===== src/rtl/err_irq_pkg.sv =====
// err_irq_pkg: shared types for the error interrupt poster.
// Assumes: used by all modules of err_irq_poster.
package err_irq_pkg;
    // Source selected for an acknowledge read.
    typedef enum logic [1:0] {
        ACK_NONE = 2'd0,
        ACK_ERR  = 2'd1,
        ACK_DEV  = 2'd2
    } ack_src_e;
endpackage


===== src/rtl/eip_err_arm.sv =====
// eip_err_arm: posts an error interrupt once per error episode.
// Posts when enabled and armed and any error input is set. Re-arms only on
// a cycle where every error input reads zero. Assumes error inputs are levels.
module eip_err_arm #(
    parameter int NUM_ERR = 6
) (
    input  logic               clk,
    input  logic               rst_n,
    input  logic               en,
    input  logic [NUM_ERR-1:0] err_bits,
    input  logic               take,
    output logic               pend,
    output logic               armed
);
    logic any_err;
    logic post;

    // Reduce the error inputs and decide whether to post this cycle.
    always_comb begin
        any_err = |err_bits;
        post    = en && armed && any_err;
    end

    // Track the arm state and the pending flag; a new posting beats a clear.
    always_ff @(posedge clk) begin
        if (!rst_n) begin
            armed <= 1'b1;
            pend  <= 1'b0;
        end else begin
            if (!any_err)  armed <= 1'b1;
            else if (post) armed <= 1'b0;
            if (post)      pend  <= 1'b1;
            else if (take) pend  <= 1'b0;
        end
    end
endmodule


===== src/rtl/eip_vec_fifo.sv =====
// eip_vec_fifo: small first-in first-out queue of device vectors.
// Assumes: a push while full is dropped; a pop while empty is ignored.
module eip_vec_fifo #(
    parameter int VEC_W = 8,
    parameter int DEPTH = 4
) (
    input  logic             clk,
    input  logic             rst_n,
    input  logic             push,
    input  logic [VEC_W-1:0] din,
    input  logic             pop,
    output logic [VEC_W-1:0] dout,
    output logic             empty,
    output logic             full
);
    localparam int PW = (DEPTH > 1) ? $clog2(DEPTH) : 1;
    localparam int CW = $clog2(DEPTH + 1);

    logic [VEC_W-1:0] slot [DEPTH];
    logic [PW-1:0]    wr_ptr;
    logic [PW-1:0]    rd_ptr;
    logic [CW-1:0]    count;
    logic             do_push;
    logic             do_pop;

    // Qualify the push and pop strobes and derive the status flags.
    always_comb begin
        empty   = (count == '0);
        full    = (count == CW'(DEPTH));
        do_push = push && !full;
        do_pop  = pop && !empty;
        dout    = slot[rd_ptr];
    end

    // One storage register per entry, written when the write pointer selects it.
    for (genvar g = 0; g < DEPTH; g++) begin : g_slot
        always_ff @(posedge clk) begin
            if (!rst_n)                              slot[g] <= '0;
            else if (do_push && wr_ptr == PW'(g))    slot[g] <= din;
        end
    end

    // Advance the pointers with wrap-around and keep the occupancy count.
    always_ff @(posedge clk) begin
        if (!rst_n) begin
            wr_ptr <= '0;
            rd_ptr <= '0;
            count  <= '0;
        end else begin
            if (do_push) wr_ptr <= (wr_ptr == PW'(DEPTH - 1)) ? '0 : wr_ptr + 1'b1;
            if (do_pop)  rd_ptr <= (rd_ptr == PW'(DEPTH - 1)) ? '0 : rd_ptr + 1'b1;
            if (do_push && !do_pop)      count <= count + 1'b1;
            else if (do_pop && !do_push) count <= count - 1'b1;
        end
    end
endmodule


===== src/rtl/eip_ack_sel.sv =====
// eip_ack_sel: chooses what an acknowledge read returns.
// Priority: pending error vector, then the oldest device vector, then zero.
// Assumes: all inputs are registered state, so the output is glitch-free per cycle.
module eip_ack_sel
    import err_irq_pkg::*;
#(
    parameter int VEC_W = 8
) (
    input  logic             ack_rd,
    input  logic             pend,
    input  logic [VEC_W-1:0] err_vec,
    input  logic             fifo_empty,
    input  logic [VEC_W-1:0] fifo_head,
    output logic [VEC_W-1:0] ack_vec,
    output logic             err_take,
    output logic             dev_pop
);
    ack_src_e src;

    // Pick the source by fixed priority and form the side-effect strobes.
    always_comb begin
        if (pend)             src = ACK_ERR;
        else if (!fifo_empty) src = ACK_DEV;
        else                  src = ACK_NONE;
        case (src)
            ACK_ERR: ack_vec = err_vec;
            ACK_DEV: ack_vec = fifo_head;
            default: ack_vec = '0;
        endcase
        err_take = ack_rd && (src == ACK_ERR);
        dev_pop  = ack_rd && (src == ACK_DEV);
    end
endmodule


===== src/rtl/err_irq_poster.sv =====
// err_irq_poster: error interrupt poster with a priority error vector.
// Holds the error vector and enable bit, posts one interrupt per error episode,
// queues device vectors and serves acknowledge reads with the error first.
// Assumes: error inputs are level flags held until software clears them.
module err_irq_poster #(
    parameter int NUM_ERR   = 6,
    parameter int VEC_W     = 8,
    parameter int DEV_DEPTH = 4
) (
    input  logic               clk,
    input  logic               rst_n,
    input  logic [NUM_ERR-1:0] err_bits,
    input  logic               cfg_vec_we,
    input  logic [VEC_W-1:0]   cfg_vec_wdata,
    input  logic               cfg_en_we,
    input  logic               cfg_en_wdata,
    input  logic               dev_push,
    input  logic [VEC_W-1:0]   dev_vec,
    input  logic               ack_rd,
    output logic [VEC_W-1:0]   ack_vec,
    output logic               irq
);
    logic [VEC_W-1:0] err_vec_q;
    logic             en_q;
    logic             err_pend;
    logic             armed;
    logic             err_take;
    logic             dev_pop;
    logic             fifo_empty;
    logic             fifo_full;
    logic [VEC_W-1:0] fifo_head;

    // Configuration registers written by software.
    always_ff @(posedge clk) begin
        if (!rst_n) begin
            err_vec_q <= '0;
            en_q      <= 1'b0;
        end else begin
            if (cfg_vec_we) err_vec_q <= cfg_vec_wdata;
            if (cfg_en_we)  en_q      <= cfg_en_wdata;
        end
    end

    eip_err_arm #(.NUM_ERR(NUM_ERR)) u_arm (
        .clk      (clk),
        .rst_n    (rst_n),
        .en       (en_q),
        .err_bits (err_bits),
        .take     (err_take),
        .pend     (err_pend),
        .armed    (armed)
    );

    eip_vec_fifo #(.VEC_W(VEC_W), .DEPTH(DEV_DEPTH)) u_fifo (
        .clk   (clk),
        .rst_n (rst_n),
        .push  (dev_push),
        .din   (dev_vec),
        .pop   (dev_pop),
        .dout  (fifo_head),
        .empty (fifo_empty),
        .full  (fifo_full)
    );

    eip_ack_sel #(.VEC_W(VEC_W)) u_sel (
        .ack_rd     (ack_rd),
        .pend       (err_pend),
        .err_vec    (err_vec_q),
        .fifo_empty (fifo_empty),
        .fifo_head  (fifo_head),
        .ack_vec    (ack_vec),
        .err_take   (err_take),
        .dev_pop    (dev_pop)
    );

    // Request while any interrupt source has something pending.
    always_comb irq = err_pend || !fifo_empty;
endmodule


===== config.mk =====
export PLATFORM = sky130hd
export DESIGN_NAME = err_irq_poster
export DESIGN_NICKNAME = d
export VERILOG_FILES = /design/src/rtl/err_irq_pkg.sv /design/src/rtl/eip_err_arm.sv /design/src/rtl/eip_vec_fifo.sv /design/src/rtl/eip_ack_sel.sv /design/src/rtl/err_irq_poster.sv
export SDC_FILE = /design/constraint.sdc
export NUM_CORES = 1
export LEC_CHECK = 0
export ABC_AREA = 1
export ABC_CLOCK_PERIOD_IN_PS = 3300
export CAP_MARGIN = 40
export CORE_MARGIN = 4
export CORE_UTILIZATION = 35
export DETAILED_ROUTE_END_ITERATION = 16
export GPL_TIMING_DRIVEN = 0
export SLEW_MARGIN = 5
export SYNTH_ARGS = -nofsm -noshare
export SYNTH_HDL_FRONTEND = slang
export SYNTH_SLANG_ARGS = --single-unit

===== constraint.sdc =====
create_clock -name clk -period 3.3 [get_ports clk]
set_input_delay 0.495 -clock clk [delete_from_list [all_inputs] [get_ports clk]]
set_output_delay 0.495 -clock clk [all_outputs]
set_load 0.01 [all_outputs]

Word level (Yosys, flattened, before mapping)
Memories as Yosys holds them, arrays and structs flattened. A register that Yosys moved wholly into a read port is not among the register bits.
Cells that the tools add are included.
Storage, ports and cells
  flip-flop bits (word level): 18
  memory bits (writable): 32
  output and inout port bits: 9
  word-level logic and storage cells: 74
  memories: 1
Memory list
  u_fifo.slot: words 4, bits a word 8, read ports 1, clocked after memory_dff 1, write ports 4, RTL line eip_vec_fifo.sv:19  | logic [VEC_W-1:0] slot [DEPTH];
Cells by class
  $add $sub $neg: 4
  eq/ne operators: 7
  muxes and demuxes: 28
  bitwise logic cells: 4
  reductions and logical operators: 23
Operators with widths (number)
  two-way mux 8 bit: 4
  case mux 8 bit (2 select lines): 1
  two-way mux 1 bit: 15
  logical AND 1 bit: 12
  two-way mux 2 bit: 6
  equality test 2 bit (second input constant): 4
  two-way mux 3 bit: 2
  OR reduction 6 bit: 1
  adder 2 x 1 -> 2 bit (second input constant): 2
  equality test 2 x 1 -> 1 bit (second input constant): 2
  logical NOT 1 bit: 4
  bitwise OR 1 bit: 4
  nonzero test 2 bit: 2
  adder 3 x 1 -> 3 bit (second input constant): 1
  equality test 3 bit (second input constant): 1
  logical NOT 3 bit: 1
  subtractor 3 x 1 -> 3 bit (second input constant): 1
  logical NOT 2 bit: 1
  AND reduction 2 bit: 1
  logical OR 1 bit: 1

Logic depth before layout (Yosys ltp)
  depth after elaboration: 9
  gate-level depth with buffers: 13
  depth with buffers taken out: 13

Cells and area by module
From an unflattened synthesis, not the netlist that was laid out.
Second synthesis, totals
  cell total of the unflattened synthesis: 288
  area, all modules: 2449.8 µm²
By module, submodules not included
  eip_vec_fifo: times used 1, cells an instance 187, area each 1830.5 µm², sequential area each 1141.1 µm²
  err_irq_poster: times used 1, cells an instance 59, area each 395.4 µm², sequential area each 180.2 µm²
  eip_ack_sel: times used 1, cells an instance 29, area each 132.6 µm², sequential area each 0.0 µm²
  eip_err_arm: times used 1, cells an instance 13, area each 91.3 µm², sequential area each 40.0 µm²

Worst setup path after synthesis
Ideal clock, no wire load.
  path type: flip-flop to flip-flop
  from: register u_fifo.count[0]
  to: register u_fifo.count[2]
  arrival time: 1.691 ns
  data required time: 3.187 ns
  path slack: 1.496 ns
  cell stages (with the launch flop): 14
  buffers on the path: 0
  clock period less this slack: 1.804 ns
  cells stage by stage: dfxtp_1 nor2_2 nand2_1 nand2_2 inv_2 ha_1 inv_1 fa_1 inv_1 nand2_1 nand3_1 nand2_1 nand2_1 nor2_1
On the way
  elaborated cells on any way between the ends: 19
  classes of those cells: add/sub: 2; eq/ne: 2; mux: 4; reduce/logical: 11
RTL lines
  from (decl): RTL line eip_vec_fifo.sv:22  | logic [CW-1:0] count;
  from (signal assigned): RTL line eip_vec_fifo.sv:52  | if (do_push && !do_pop) count <= count + 1'b1;
  from (signal assigned): RTL line eip_vec_fifo.sv:53  | else if (do_pop && !do_push) count <= count - 1'b1;
  equality test 3 bit *: RTL line eip_vec_fifo.sv:29  | full = (count == CW'(DEPTH));
  logical NOT 1 bit *: RTL line eip_vec_fifo.sv:30  | do_push = push && !full;
  logical AND 1 bit *: RTL line eip_vec_fifo.sv:30
  via u_fifo.do_push: RTL line eip_vec_fifo.sv:23  | logic do_push;
  logical NOT 1 bit: RTL line eip_vec_fifo.sv:53
  logical AND 1 bit: RTL line eip_vec_fifo.sv:53
  nonzero test 2 bit (no line)
The timed path passes the listed nets; every way through them passes the cells marked *. The select of a mux whose other input is x is not followed.
A chain may end at the register's enable or synchronous reset.

Final worst setup path
  from: register u_fifo.count[0]
  to: output ack_vec[7]
On the way
  word-level cells in the longest chain between the ends: 5
  elaborated cells on any way between the ends: 6
  classes of those cells: eq/ne: 2; mux: 3; reduce/logical: 1
Ends and longest elaborated chain
  logical NOT 3 bit *: RTL line eip_vec_fifo.sv:28  | empty = (count == '0);
  two-way mux 2 bit *: RTL line eip_ack_sel.sv:23  | else if (!fifo_empty) src = ACK_DEV;
  two-way mux 2 bit *: RTL line eip_ack_sel.sv:22  | if (pend) src = ACK_ERR;
  equality test 2 bit / equality test 2 x 1 -> 1 bit (equally long branches): RTL line eip_ack_sel.sv:25  | case (src)
  case mux 8 bit (2 select lines) *: RTL line eip_ack_sel.sv:25
  to (decl): RTL line err_irq_poster.sv:20  | output logic [VEC_W-1:0] ack_vec,
Every way passes the cells marked *; elsewhere a longest branch is shown, timed or not.

==> impl_metrics.tcl <==
set metrics [dict create \
    crit_required_ns 2.80 \
    clock_path_buffers 2 \
    yosysSeqAreaShare_pct 55.9 \
    p_per_area_nw_per_um2 621 \
    ctsHoldBuffers 0 \
    synth_cells 277 \
    total_power_mw 1.89 \
    crit_path_cell_trace "nor2_2, a21oi_1, nand3_1, nand2_1, clkdlybuf4s50_1" \
    max_freq_mhz 351 \
    antenna_found_initial 0 \
    final-setup-viol-count 0 \
    peakVddDrop_uv 354 \
    tns_ns 0 \
    multi_input_area_sq_um 920 \
    synth-simple-area-share_pct 29.1 \
    crit_path_max_incr_delay_ns 0.64 \
    yosys_warnings 0 \
    insertion_delay_ns 0.30 \
    synth_compound_area_share_pct 4.78 \
    cts.repair.resized 0 \
    vias 1904 \
    syn_nets 313 \
    outcome "complete, no violations" \
    worstHoldPathType "register to register" \
    synthFlopType "edfxtp_1" \
    clkTransAtPathRegs_ns 0.09 \
    clock_sinks 52 \
    synth_area_leaders "edfxtp_1, dfxtp_1, nor2_1" \
    die_h_microns 91.4 \
    synthTopCellsByCount "nor2_1, nand2_1, edfxtp_1" \
    nets 361 \
    ios 38 \
    gp_congestion 0.762 \
    netlist.area_leader.share_pct 39.5 \
    synth_cell_types 22 \
    synth_top_family_by_area "simple AND/OR/NAND/NOR gates" \
    start_kind "register" \
    cp_slowest_cell "a21oi_1" \
    syn_area_sq_um 2430 \
    remaining_drc_errors 0 \
    async_flop_share_pct 0 \
    fillers 677 \
    grt_max_degree 17 \
    critPathBufInv 1 \
    cts_setup_buffers 0 \
    synth-edff-count 32 \
    critPathArrivalTime_ns 2.35 \
    worst_slew_pin_slew_ns 0.817 \
    finClkSkew_ns 0.0102 \
    finalHoldViolCount 0 \
    yosys-mux-area-fraction_pct 0 \
    root_buffer "clkbuf_8" \
    die-area_sq_um 8350 \
    finalMaxSlewViolations 0 \
    ff_latch_area_sq_um 1360 \
    die_x_microns 91.4 \
    first_pass_iters 4 \
    maxCapViolCount 0 \
    max-slew-margin-rel_pct 45.5 \
    start_util_pct 35.8 \
    num_rows 30 \
    routedWlPerCell_microns 12.5 \
    ctsHtreeMaxLevel 2 \
    syn-mean-instance-area_sq_um 8.79 \
    period_needed_ns 2.85 \
    diodes 0 \
    coreArea_sq_um 6790 \
    antenna_left 0 \
    grt_usage_pct 13.5 \
    port_buffers 37 \
    synthAdderAreaFrac_pct 3.91 \
    avgViaCountPerCell 4.51 \
    synth_xor_area_share_pct 0 \
    cts_buffers 5 \
    drive_gt1_share_pct 8.90 \
    crit_type "register to primary output" \
    critPathMaxFanout 8 \
    grt_pass1_wl_microns 8830 \
    drt_iter0_markers 120 \
    critPathTopFamily "compound AO/OA/AOI/OAI gates" \
    p_leak_nw 1.29 \
    period_share_pct 86.2 \
    grt_pass1_vias 1871 \
    grt_remaining_overflow 0 \
    postSynthRegisterBits 52 \
    yosys.area.top_type "edfxtp_1" \
    wl_microns 5280 \
    cts_tree "built" \
    rsz0062_at_grt "false" \
    cp-end-kind "primary output" \
    areaGrowthSynthToFinish_pct 24.8 \
    synth.most_common_cell "nor2_1" \
    dp_hpwl_microns 3940 \
]
[layout make-up]
class	instances	area share, %
Sequential cell	52	44.8
Multi-Input combinational cell	190	30.3
Timing Repair Buffer	41	13.2
Tap cell	96	3.95
Inverter	28	3.46
Clock buffer	6	2.39
Buffer	7	1.61
Clock inverter	2	0.371
[metrics by stage]
step	util [%]	hold slack [ns]	cell area, sq um	setup slack (ns)	cells
6_report	44.7	0.480	3040	0.454	422
5_1_grt	44.7	0.510	3040	0.270	422
4_1_cts	44.7	0.480	3040	0.420	422
3_5_place_dp	43.5	0.455	2960	0.775	414
2_1_floorplan	-	0.429	2430	1.50	277
3_3_place_gp	43.1	0.440	2930	0.683	410
[worst reg2reg max path, cell delays in order, from the launching register on]
cell and delay, ns:
dfxtp_1 0.43, nor2_2 0.09, nand2_1 0.11, nand2_2 0.11, inv_2 0.21, ha_1 0.22
inv_1 0.07, fa_1 0.38, inv_1 0.06, nand2_1 0.04, nand3_1 0.10, nand2_1 0.06
nand2_1 0.06, nor2_1 0.03
[power breakdown]
group,switching [mW],internal (mW)
Clock,0.209,0.149
Sequential,0.0450,0.789
Combinational,0.404,0.292
[cell families after synthesis]
kind of cell | after synthesis
simple gates | 162
flops | 52
buf+inv | 35
compound gates | 21
fa+ha+maj | 7
[registers in the layout (all words and copies together), names as in the netlist, named ones only]
register,flops
u_fifo.count,3
u_fifo.wr_ptr,2
u_arm.armed,1
u_arm.pend,1
en_q,1
u_fifo.rd_ptr,2
err_vec_q,8
u_fifo.slot,32
[path summary, 6_finish.rpt]
path	startpoint	to	slack, ns	cells past startpoint
max	u_fifo.count[0]$_SDFFE_PN0P_	ack_vec[7]	0.45	5
min	u_arm.armed$_SDFFE_PN1P_	u_arm.armed$_SDFFE_PN1P_	0.48	2
max reg2reg	u_fifo.count[0]$_SDFFE_PN0P_	u_fifo.count[2]$_SDFFE_PN0P_	1.25	13
min reg2reg	u_arm.armed$_SDFFE_PN1P_	u_arm.armed$_SDFFE_PN1P_	0.48	2
[metal layers]
layer  track usage (%)  routed length [microns]  vias up
li1                  -                        -      986
met3              2.98                      153        7
met2              22.8                     2590       31
met4              4.02                       84        0
met1              17.2                     2440      880
met5                 0                        0        -
[placed cells by master, fill, tap and decap left out, types with 3 or more instances in the layout]
| cell type | instances |
|---|---|
| clkdlybuf4s50_1 | 37 |
| ha_1 | 6 |
| nand3_1 | 30 |
| a21oi_1 | 4 |
| nor2_1 | 63 |
| buf_2 | 3 |
| buf_4 | 5 |
| o21ai_1 | 9 |
| o21ai_0 | 5 |
| inv_1 | 26 |
| nand2_1 | 62 |
| dfxtp_1 | 20 |
| clkbuf_8 | 5 |
| edfxtp_1 | 32 |
| nand3_4 | 4 |
No activity file was read; power rests on OpenSTA's default activity.
